<file path="src/rtl/ptw_pkg.sv">
package ptw_pkg;

  typedef enum logic [3:0] {
    ST_IDLE,
    ST_L1_REQ,
    ST_L1_WAIT,
    ST_L2_REQ,
    ST_L2_WAIT,
    ST_L3_REQ,
    ST_L3_WAIT,
    ST_DONE,
    ST_FAULT
  } walk_state_e;

  typedef enum logic [1:0] {
    LVL_1 = 2'd0,
    LVL_2 = 2'd1,
    LVL_3 = 2'd2
  } walk_level_e;

endpackage

</file>
<file path="src/rtl/ptw_base_reg.sv">
module ptw_base_reg #(
  parameter int ADDR_W = 32
) (
  input  logic              clk,
  input  logic              rst,
  input  logic              wr_en,
  input  logic              wr_kernel,
  input  logic [ADDR_W-1:0] wr_data,
  output logic [ADDR_W-1:0] base_q
);

  // Only a privileged writer may move the root of the table tree.
  always_ff @(posedge clk) begin
    if (rst) begin
      base_q <= '0;
    end else if (wr_en && wr_kernel) begin
      base_q <= wr_data;
    end
  end

endmodule

</file>
<file path="src/rtl/ptw_addr_gen.sv">
module ptw_addr_gen
  import ptw_pkg::*;
#(
  parameter int ADDR_W     = 32,
  parameter int IDX1_W     = 7,
  parameter int IDX2_W     = 7,
  parameter int IDX3_W     = 6,
  parameter int ENTRY_LOG2 = 2
) (
  input  walk_level_e                         level,
  input  logic [ADDR_W-1:0]                   table_base,
  input  logic [IDX1_W+IDX2_W+IDX3_W-1:0]     vpn,
  output logic [ADDR_W-1:0]                   addr
);

  localparam int VPN_W = IDX1_W + IDX2_W + IDX3_W;

  logic [IDX1_W-1:0] idx1;
  logic [IDX2_W-1:0] idx2;
  logic [IDX3_W-1:0] idx3;
  logic [ADDR_W-1:0] offset;

  assign idx1 = vpn[VPN_W-1 -: IDX1_W];
  assign idx2 = vpn[IDX2_W+IDX3_W-1 -: IDX2_W];
  assign idx3 = vpn[IDX3_W-1:0];

  always_comb begin
    case (level)
      LVL_1:   offset = ADDR_W'(idx1) << ENTRY_LOG2;
      LVL_2:   offset = ADDR_W'(idx2) << ENTRY_LOG2;
      LVL_3:   offset = ADDR_W'(idx3) << ENTRY_LOG2;
      default: offset = '0;
    endcase
  end

  assign addr = table_base + offset;

endmodule

</file>
<file path="src/rtl/ptw_pte_decode.sv">
module ptw_pte_decode #(
  parameter int PTE_W      = 32,
  parameter int PPN_W      = 18,
  parameter int VALID_POS  = 31,
  parameter int PAGE_SHIFT = 12,
  parameter int ADDR_W     = 32
) (
  input  logic [PTE_W-1:0]  pte,
  output logic              valid,
  output logic [PPN_W-1:0]  ppn,
  output logic [ADDR_W-1:0] next_base
);

  assign valid     = pte[VALID_POS];
  assign ppn       = PPN_W'(pte);
  assign next_base = ADDR_W'(ppn) << PAGE_SHIFT;

endmodule

</file>
<file path="src/rtl/ptw_walker.sv">
module ptw_walker
  import ptw_pkg::*;
#(
  parameter int ADDR_W     = 32,
  parameter int PTE_W      = 32,
  parameter int IDX1_W     = 7,
  parameter int IDX2_W     = 7,
  parameter int IDX3_W     = 6,
  parameter int PPN_W      = 18,
  parameter int VALID_POS  = 31,
  parameter int PAGE_SHIFT = 12,
  parameter int ENTRY_LOG2 = 2
) (
  input  logic                             clk,
  input  logic                             rst,
  input  logic                             base_wr_en,
  input  logic                             base_wr_kernel,
  input  logic [ADDR_W-1:0]                base_wr_data,
  input  logic                             walk_req,
  input  logic [IDX1_W+IDX2_W+IDX3_W-1:0]  walk_vpn,
  output logic                             walk_ready,
  output logic                             mem_req,
  output logic [ADDR_W-1:0]                mem_addr,
  input  logic                             mem_ack,
  input  logic                             mem_rvalid,
  input  logic [PTE_W-1:0]                 mem_rdata,
  output logic                             res_done,
  output logic                             res_fault,
  output logic [IDX1_W+IDX2_W+IDX3_W-1:0]  res_vpn,
  output logic [PPN_W-1:0]                 res_ppn
);

  localparam int VPN_W = IDX1_W + IDX2_W + IDX3_W;

  walk_state_e       state_q;
  logic [VPN_W-1:0]  vpn_q;
  logic [ADDR_W-1:0] addr_q;
  logic [PPN_W-1:0]  ppn_q;

  logic [ADDR_W-1:0] base_q;
  logic [ADDR_W-1:0] gen_base;
  logic [VPN_W-1:0]  gen_vpn;
  walk_level_e       gen_level;
  logic [ADDR_W-1:0] gen_addr;

  logic              pte_valid;
  logic [PPN_W-1:0]  pte_ppn;
  logic [ADDR_W-1:0] pte_next_base;

  ptw_base_reg #(.ADDR_W(ADDR_W)) u_base (
    .clk       (clk),
    .rst       (rst),
    .wr_en     (base_wr_en),
    .wr_kernel (base_wr_kernel),
    .wr_data   (base_wr_data),
    .base_q    (base_q)
  );

  ptw_pte_decode #(
    .PTE_W(PTE_W), .PPN_W(PPN_W), .VALID_POS(VALID_POS),
    .PAGE_SHIFT(PAGE_SHIFT), .ADDR_W(ADDR_W)
  ) u_pte (
    .pte       (mem_rdata),
    .valid     (pte_valid),
    .ppn       (pte_ppn),
    .next_base (pte_next_base)
  );

  // Address of the next read: from the root when starting, else from the entry just returned.
  always_comb begin
    if (state_q == ST_IDLE) begin
      gen_base  = base_q;
      gen_vpn   = walk_vpn;
      gen_level = LVL_1;
    end else begin
      gen_base  = pte_next_base;
      gen_vpn   = vpn_q;
      gen_level = (state_q == ST_L1_WAIT) ? LVL_2 : LVL_3;
    end
  end

  ptw_addr_gen #(
    .ADDR_W(ADDR_W), .IDX1_W(IDX1_W), .IDX2_W(IDX2_W),
    .IDX3_W(IDX3_W), .ENTRY_LOG2(ENTRY_LOG2)
  ) u_addr (
    .level      (gen_level),
    .table_base (gen_base),
    .vpn        (gen_vpn),
    .addr       (gen_addr)
  );

  always_ff @(posedge clk) begin
    if (rst) begin
      state_q <= ST_IDLE;
      vpn_q   <= '0;
      addr_q  <= '0;
      ppn_q   <= '0;
    end else begin
      case (state_q)
        ST_IDLE: begin
          if (walk_req) begin
            vpn_q   <= walk_vpn;
            addr_q  <= gen_addr;
            state_q <= ST_L1_REQ;
          end
        end
        ST_L1_REQ: if (mem_ack) state_q <= ST_L1_WAIT;
        ST_L2_REQ: if (mem_ack) state_q <= ST_L2_WAIT;
        ST_L3_REQ: if (mem_ack) state_q <= ST_L3_WAIT;
        ST_L1_WAIT, ST_L2_WAIT: begin
          if (mem_rvalid) begin
            if (!pte_valid) begin
              ppn_q   <= '0;
              state_q <= ST_FAULT;
            end else begin
              addr_q  <= gen_addr;
              state_q <= (state_q == ST_L1_WAIT) ? ST_L2_REQ : ST_L3_REQ;
            end
          end
        end
        ST_L3_WAIT: begin
          if (mem_rvalid) begin
            if (!pte_valid) begin
              ppn_q   <= '0;
              state_q <= ST_FAULT;
            end else begin
              ppn_q   <= pte_ppn;
              state_q <= ST_DONE;
            end
          end
        end
        ST_DONE, ST_FAULT: state_q <= ST_IDLE;
        default: state_q <= ST_IDLE;
      endcase
    end
  end

  assign walk_ready = (state_q == ST_IDLE);
  assign mem_req    = (state_q == ST_L1_REQ) || (state_q == ST_L2_REQ) ||
                      (state_q == ST_L3_REQ);
  assign mem_addr   = addr_q;
  assign res_done   = (state_q == ST_DONE);
  assign res_fault  = (state_q == ST_FAULT);
  assign res_vpn    = vpn_q;
  assign res_ppn    = ppn_q;

endmodule

</file>
<file path="config.mk">
export PLATFORM = sky130hd
export DESIGN_NAME = ptw_walker
export DESIGN_NICKNAME = d
export VERILOG_FILES = /design/src/rtl/ptw_pkg.sv /design/src/rtl/ptw_base_reg.sv /design/src/rtl/ptw_addr_gen.sv /design/src/rtl/ptw_pte_decode.sv /design/src/rtl/ptw_walker.sv
export SDC_FILE = /design/constraint.sdc
export NUM_CORES = 1
export LEC_CHECK = 0
export BUFFER_PORTS_ARGS = -buffer_cell sky130_fd_sc_hd__buf_4
export CAP_MARGIN = 15
export CORE_UTILIZATION = 47
export DETAILED_ROUTE_END_ITERATION = 7
export PLACE_DENSITY = 0.76
export SLEW_MARGIN = 40
export SYNTH_ARGS = -nofsm -noshare
export SYNTH_HDL_FRONTEND = slang
export SYNTH_SLANG_ARGS = --single-unit
</file>
<file path="constraint.sdc">
create_clock -name clk -period 3.5 [get_ports clk]
set_input_delay 0.7 -clock clk [delete_from_list [all_inputs] [get_ports clk]]
set_output_delay 0.7 -clock clk [all_outputs]
set_load 0.02 [all_outputs]
</file>
==> summary.md <==
The flow ran to the end, and the final reports show no timing, DRC or antenna violations. The die covers 12000 µm². Arithmetic-cell share of the synthesized area counting full adders, half adders and majority gates: 2.16%.

In the synthesized netlist the async set-or-reset flop fraction comes to 0%. Measured in cells, the most critical reg-to-reg path has a length of 11. After Yosys synthesis, XOR and XNOR cells account for 1.93% of the synthesized area.

Compared with the post-synthesis result, the final layout area differs by 27.8%. The logs give 5116 for the via count of the first global-routing pass and 0 for the total grt overflow. The final period demand of the worst path was 3.37 ns. The total nets after synthesis is 821. The worst flop-to-flop path startpoint was state_q[3]. The first detailed-routing pass ran for 7 iterations. For this run, the leading register cell type out of synthesis is sky130_fd_sc_hd__dfxtp_1.

By area the synthesized netlist is led by sky130_fd_sc_hd__dfxtp_1 39%, sky130_fd_sc_hd__nand2_1 12%, sky130_fd_sc_hd__a21oi_1 9.3%. For this block, the routed nets add up to 16.0 mm of wire. The worst setup path is launched from a flop. The mapped netlist covers 5440 µm². In this run the vertical extent of the chip is 110 µm. For this design the ratio of total power to cell area is 457 nW/µm². Port buffering added 151 buffers.

For the number of buffers added by the clock tree synthesis step, the log shows 9. The H-tree was split into 3 levels. The critical path required time came out at 3.76 ns.

The maximum number of pins on one net before global-route repair is 63. In this run the static leakage power is 0.00280 µW. Of the cells placed in the final design, the portion with a size suffix greater than 1 is 23.1%.

Between clock sinks in the finished design, the worst skew comes to 0.0141 ns. The tools report the start point of the critical path as state_q[3]. The tools report the worst min-delay path startpoint as res_ppn[3].

The detailed placement HPWL was 11.8 mm; the largest vdd supply drop was 0.291 mV. After synthesis, the largest area contributor takes up 39.0% of total cell area. For this run, the register share of the synthesized area comes to 39.0%. After routing the design area is 6950 µm². The run gives 5636 as the overall via count from detail_route. Dominant cell by count in the synthesized netlist: sky130_fd_sc_hd__nand2_1. The class of the most critical setup path is reg -> reg. The max-capacitance violation count came out at 0. For the count of final max-slew check failures, the log shows 0. The total area inside the core boundary comes to 11000 µm². In the finished design, the share of the clock period the worst path needs comes to 96.2%. The clock sink count came out at 106. After synthesis, the most frequently instantiated cells are 173 x sky130_fd_sc_hd__nand2_1, 106 x sky130_fd_sc_hd__dfxtp_1, 101 x sky130_fd_sc_hd__a21oi_1. The run gives 0.148 ns as the placement-stage worst setup slack.

The clock passes through at most 2 buffers. The worst setup path is captured at a flop. The horizontal die dimension works out to 110 µm.

The tools report the arrival time of data at the critical path endpoint as 3.63 ns. The cell area after placement was 6660 µm²; the slew at the pin with the worst max-slew slack was 0.696 ns. Counting every instance in the synthesized netlist gives 722. The main combinational cell family by area after synthesis is simple AND/OR/NAND/NOR gates. The number of synthesized register bits was 106. Global routing used 27.1% of the available tracks. The detailed-route wire length per cell works out to 16.2 µm. 0 antenna diodes ended up in the layout. Timing would allow up to 297 MHz. Remaining design rule violation count: 0. The global-route wire length before repair is 25.3 mm, and the largest driver fanout on the critical path is 12. The tools report the root cell of the clock tree as sky130_fd_sc_hd__clkbuf_16. Setup violations remaining at the end of the flow were counted as 0. 165 I/O pins were placed.

The final layout contains 944 nets. In this run, synthesis inferred 0 flip-flops with an integrated enable. At the later pin of the worst-skew pair, clock insertion delay measures 0.36 ns. Worst-case headroom to the max-slew limit: 53.6%. The average instance in the mapped netlist occupies 7.53 µm².

The tools report the unique cell type count in the Yosys netlist as 60. The final hold violation count is 0, and the fill cell total of the finished layout is 988. The mean number of vias per cell was 5.70. Counting instances, the worst hold path has a depth of 2. Once detail routing completed, the nets flagged for antenna violations numbered 0. The worst path meets setup with 0.132 ns of slack. Multiplexer cells account for 3.96% of the synthesized area.

For the yosys synthesis warning count, the log shows 0. The class of the most critical hold timing path was reg -> reg. The clock edge transition at the registers on the reported setup and hold paths works out to 0.08 ns.

The initial standard-cell utilization of the core is 49.3%, and the total number of placement rows is 38. The synthesized netlist devotes 28.3% of its cell area to simple gates. Buffers inserted to repair hold after CTS numbered 0. Summing the areas of all compound-gate instances in the mapped netlist gives 19.2% of the synthesized area. The synthesized design spends more area on one cell type than any other, namely sky130_fd_sc_hd__dfxtp_1.

The number of antenna violations at the first check in global routing was 0. After the first detailed-routing iteration, the DRC count stood at 285. For the routability congestion estimate, the log shows 0.926.

TritonCTS built the clock tree.
## cells in the final DEF (no fill, tap or decap), types with 5 or more instances in the layout
master | netlist | layout
sky130_fd_sc_hd__dfxtp_1 | 106 | 106
sky130_fd_sc_hd__nor3_1 | 6 | 5
sky130_fd_sc_hd__and4_1 | 8 | 8
sky130_fd_sc_hd__o21ai_0 | 14 | 14
sky130_fd_sc_hd__nand3_1 | 33 | 33
sky130_fd_sc_hd__or3_1 | 23 | 23
sky130_fd_sc_hd__a21oi_1 | 101 | 99
sky130_fd_sc_hd__ha_1 | 7 | 6
sky130_fd_sc_hd__and2_1 | 12 | 12
sky130_fd_sc_hd__nor4_1 | 5 | 5
sky130_fd_sc_hd__o311ai_0 | 7 | 7
sky130_fd_sc_hd__clkbuf_16 | 0 | 9
sky130_fd_sc_hd__xnor2_1 | 8 | 8
sky130_fd_sc_hd__mux2i_1 | 17 | 17
sky130_fd_sc_hd__nor2_1 | 28 | 28
sky130_fd_sc_hd__inv_1 | 24 | 23
sky130_fd_sc_hd__buf_4 | 0 | 165
sky130_fd_sc_hd__nand4_1 | 12 | 12
sky130_fd_sc_hd__nand2_1 | 173 | 172
sky130_fd_sc_hd__a211oi_1 | 6 | 6
## area by class of cell
| class | instances | area, µm² | area share [%] |
|---|---|---|---|
| Clock buffer | 10 | 229 | 3.29 |
| Clock inverter | 5 | 46.3 | 0.666 |
| Inverter | 24 | 90.1 | 1.30 |
| Multi-Input combinational cell | 539 | 3050 | 43.9 |
| Sequential cell | 106 | 2120 | 30.5 |
| Tap cell | 140 | 175 | 2.52 |
| Timing Repair Buffer | 165 | 1240 | 17.8 |
## path summary, 6_finish.rpt
| check | slack, ns | endpoint |
|---|---|---|
| max | 0.13 | mem_addr[28] |
| min | 0.45 | res_ppn[3] |
| max reg2reg | 0.13 | mem_addr[28] |
| min reg2reg | 0.45 | res_ppn[3] |
## power breakdown
part	switching, µW	internal (µW)	total (µW)	leakage, µW
sequential	65.9	1290	1350	0.000864
combinational	518	338	856	0.00180
clock	473	492	965	0.000135
## per-stage QoR
| stage | TNS (ns) | util, % | hold slack, ns | total power (µW) | std cells |
|---|---|---|---|---|---|
| after CTS | 0 | 62.8 | 0.456 | 3180 | 989 |
| after detailed placement | 0 | 60.3 | 0.446 | 2220 | 974 |
| after floorplan | 0 | - | 0.432 | 1920 | 722 |
| after global placement | 0 | 60.3 | 0.439 | 2200 | 974 |
| after global routing | -0.0351 | 63.0 | 0.477 | 3330 | 989 |
| final | 0 | 63.0 | 0.452 | 3180 | 989 |
## routing by layer
layer,wire [µm],vias up,track usage (%),part of all wire [%]
met2,6990,261,41.2,44
met3,1570,17,8.48,9.8
met5,0,-,0,0
li1,-,2782,-,-
met4,222,0,7.62,1.4
met1,7230,2576,36.9,45
## cell families (layout without fill, tap and decap cells)
family / Yosys count / count (layout)
and+or+nand+nor: 326 / 326
AOI/OAI and AO/OA: 171 / 171
buffers and inverters: 77 / 204
muxes: 21 / 21
DFF: 106 / 106
adders and majority gates: 9 / 9
xor gates and xnor gates: 12 / 12
## repair_timing
action                                  CTS  global route
setup buffers                             0             0
gates resized for setup                   0             5
endpoints found under the setup margin    0             4
## sequential cells by signal, indices dropped and copies added, names as in the netlist
register       flops
res_vpn           20
u_base.base_q     32
mem_addr          32
res_ppn           18
state_q            4
## critical path: stages (launching register included)
cell and delay (ns):
sky130_fd_sc_hd__dfxtp_1 0.39, sky130_fd_sc_hd__or2_1 0.27, sky130_fd_sc_hd__nor2_1 0.15, sky130_fd_sc_hd__buf_4 0.20
sky130_fd_sc_hd__nor2_1 0.05, sky130_fd_sc_hd__a21oi_1 0.32, sky130_fd_sc_hd__fa_2 0.32, sky130_fd_sc_hd__a211oi_1 0.10
sky130_fd_sc_hd__o211a_1 0.31, sky130_fd_sc_hd__or2_1 0.32, sky130_fd_sc_hd__or4_1 0.57, sky130_fd_sc_hd__o311ai_2 0.27
Power figures use the tool's default switching activity.
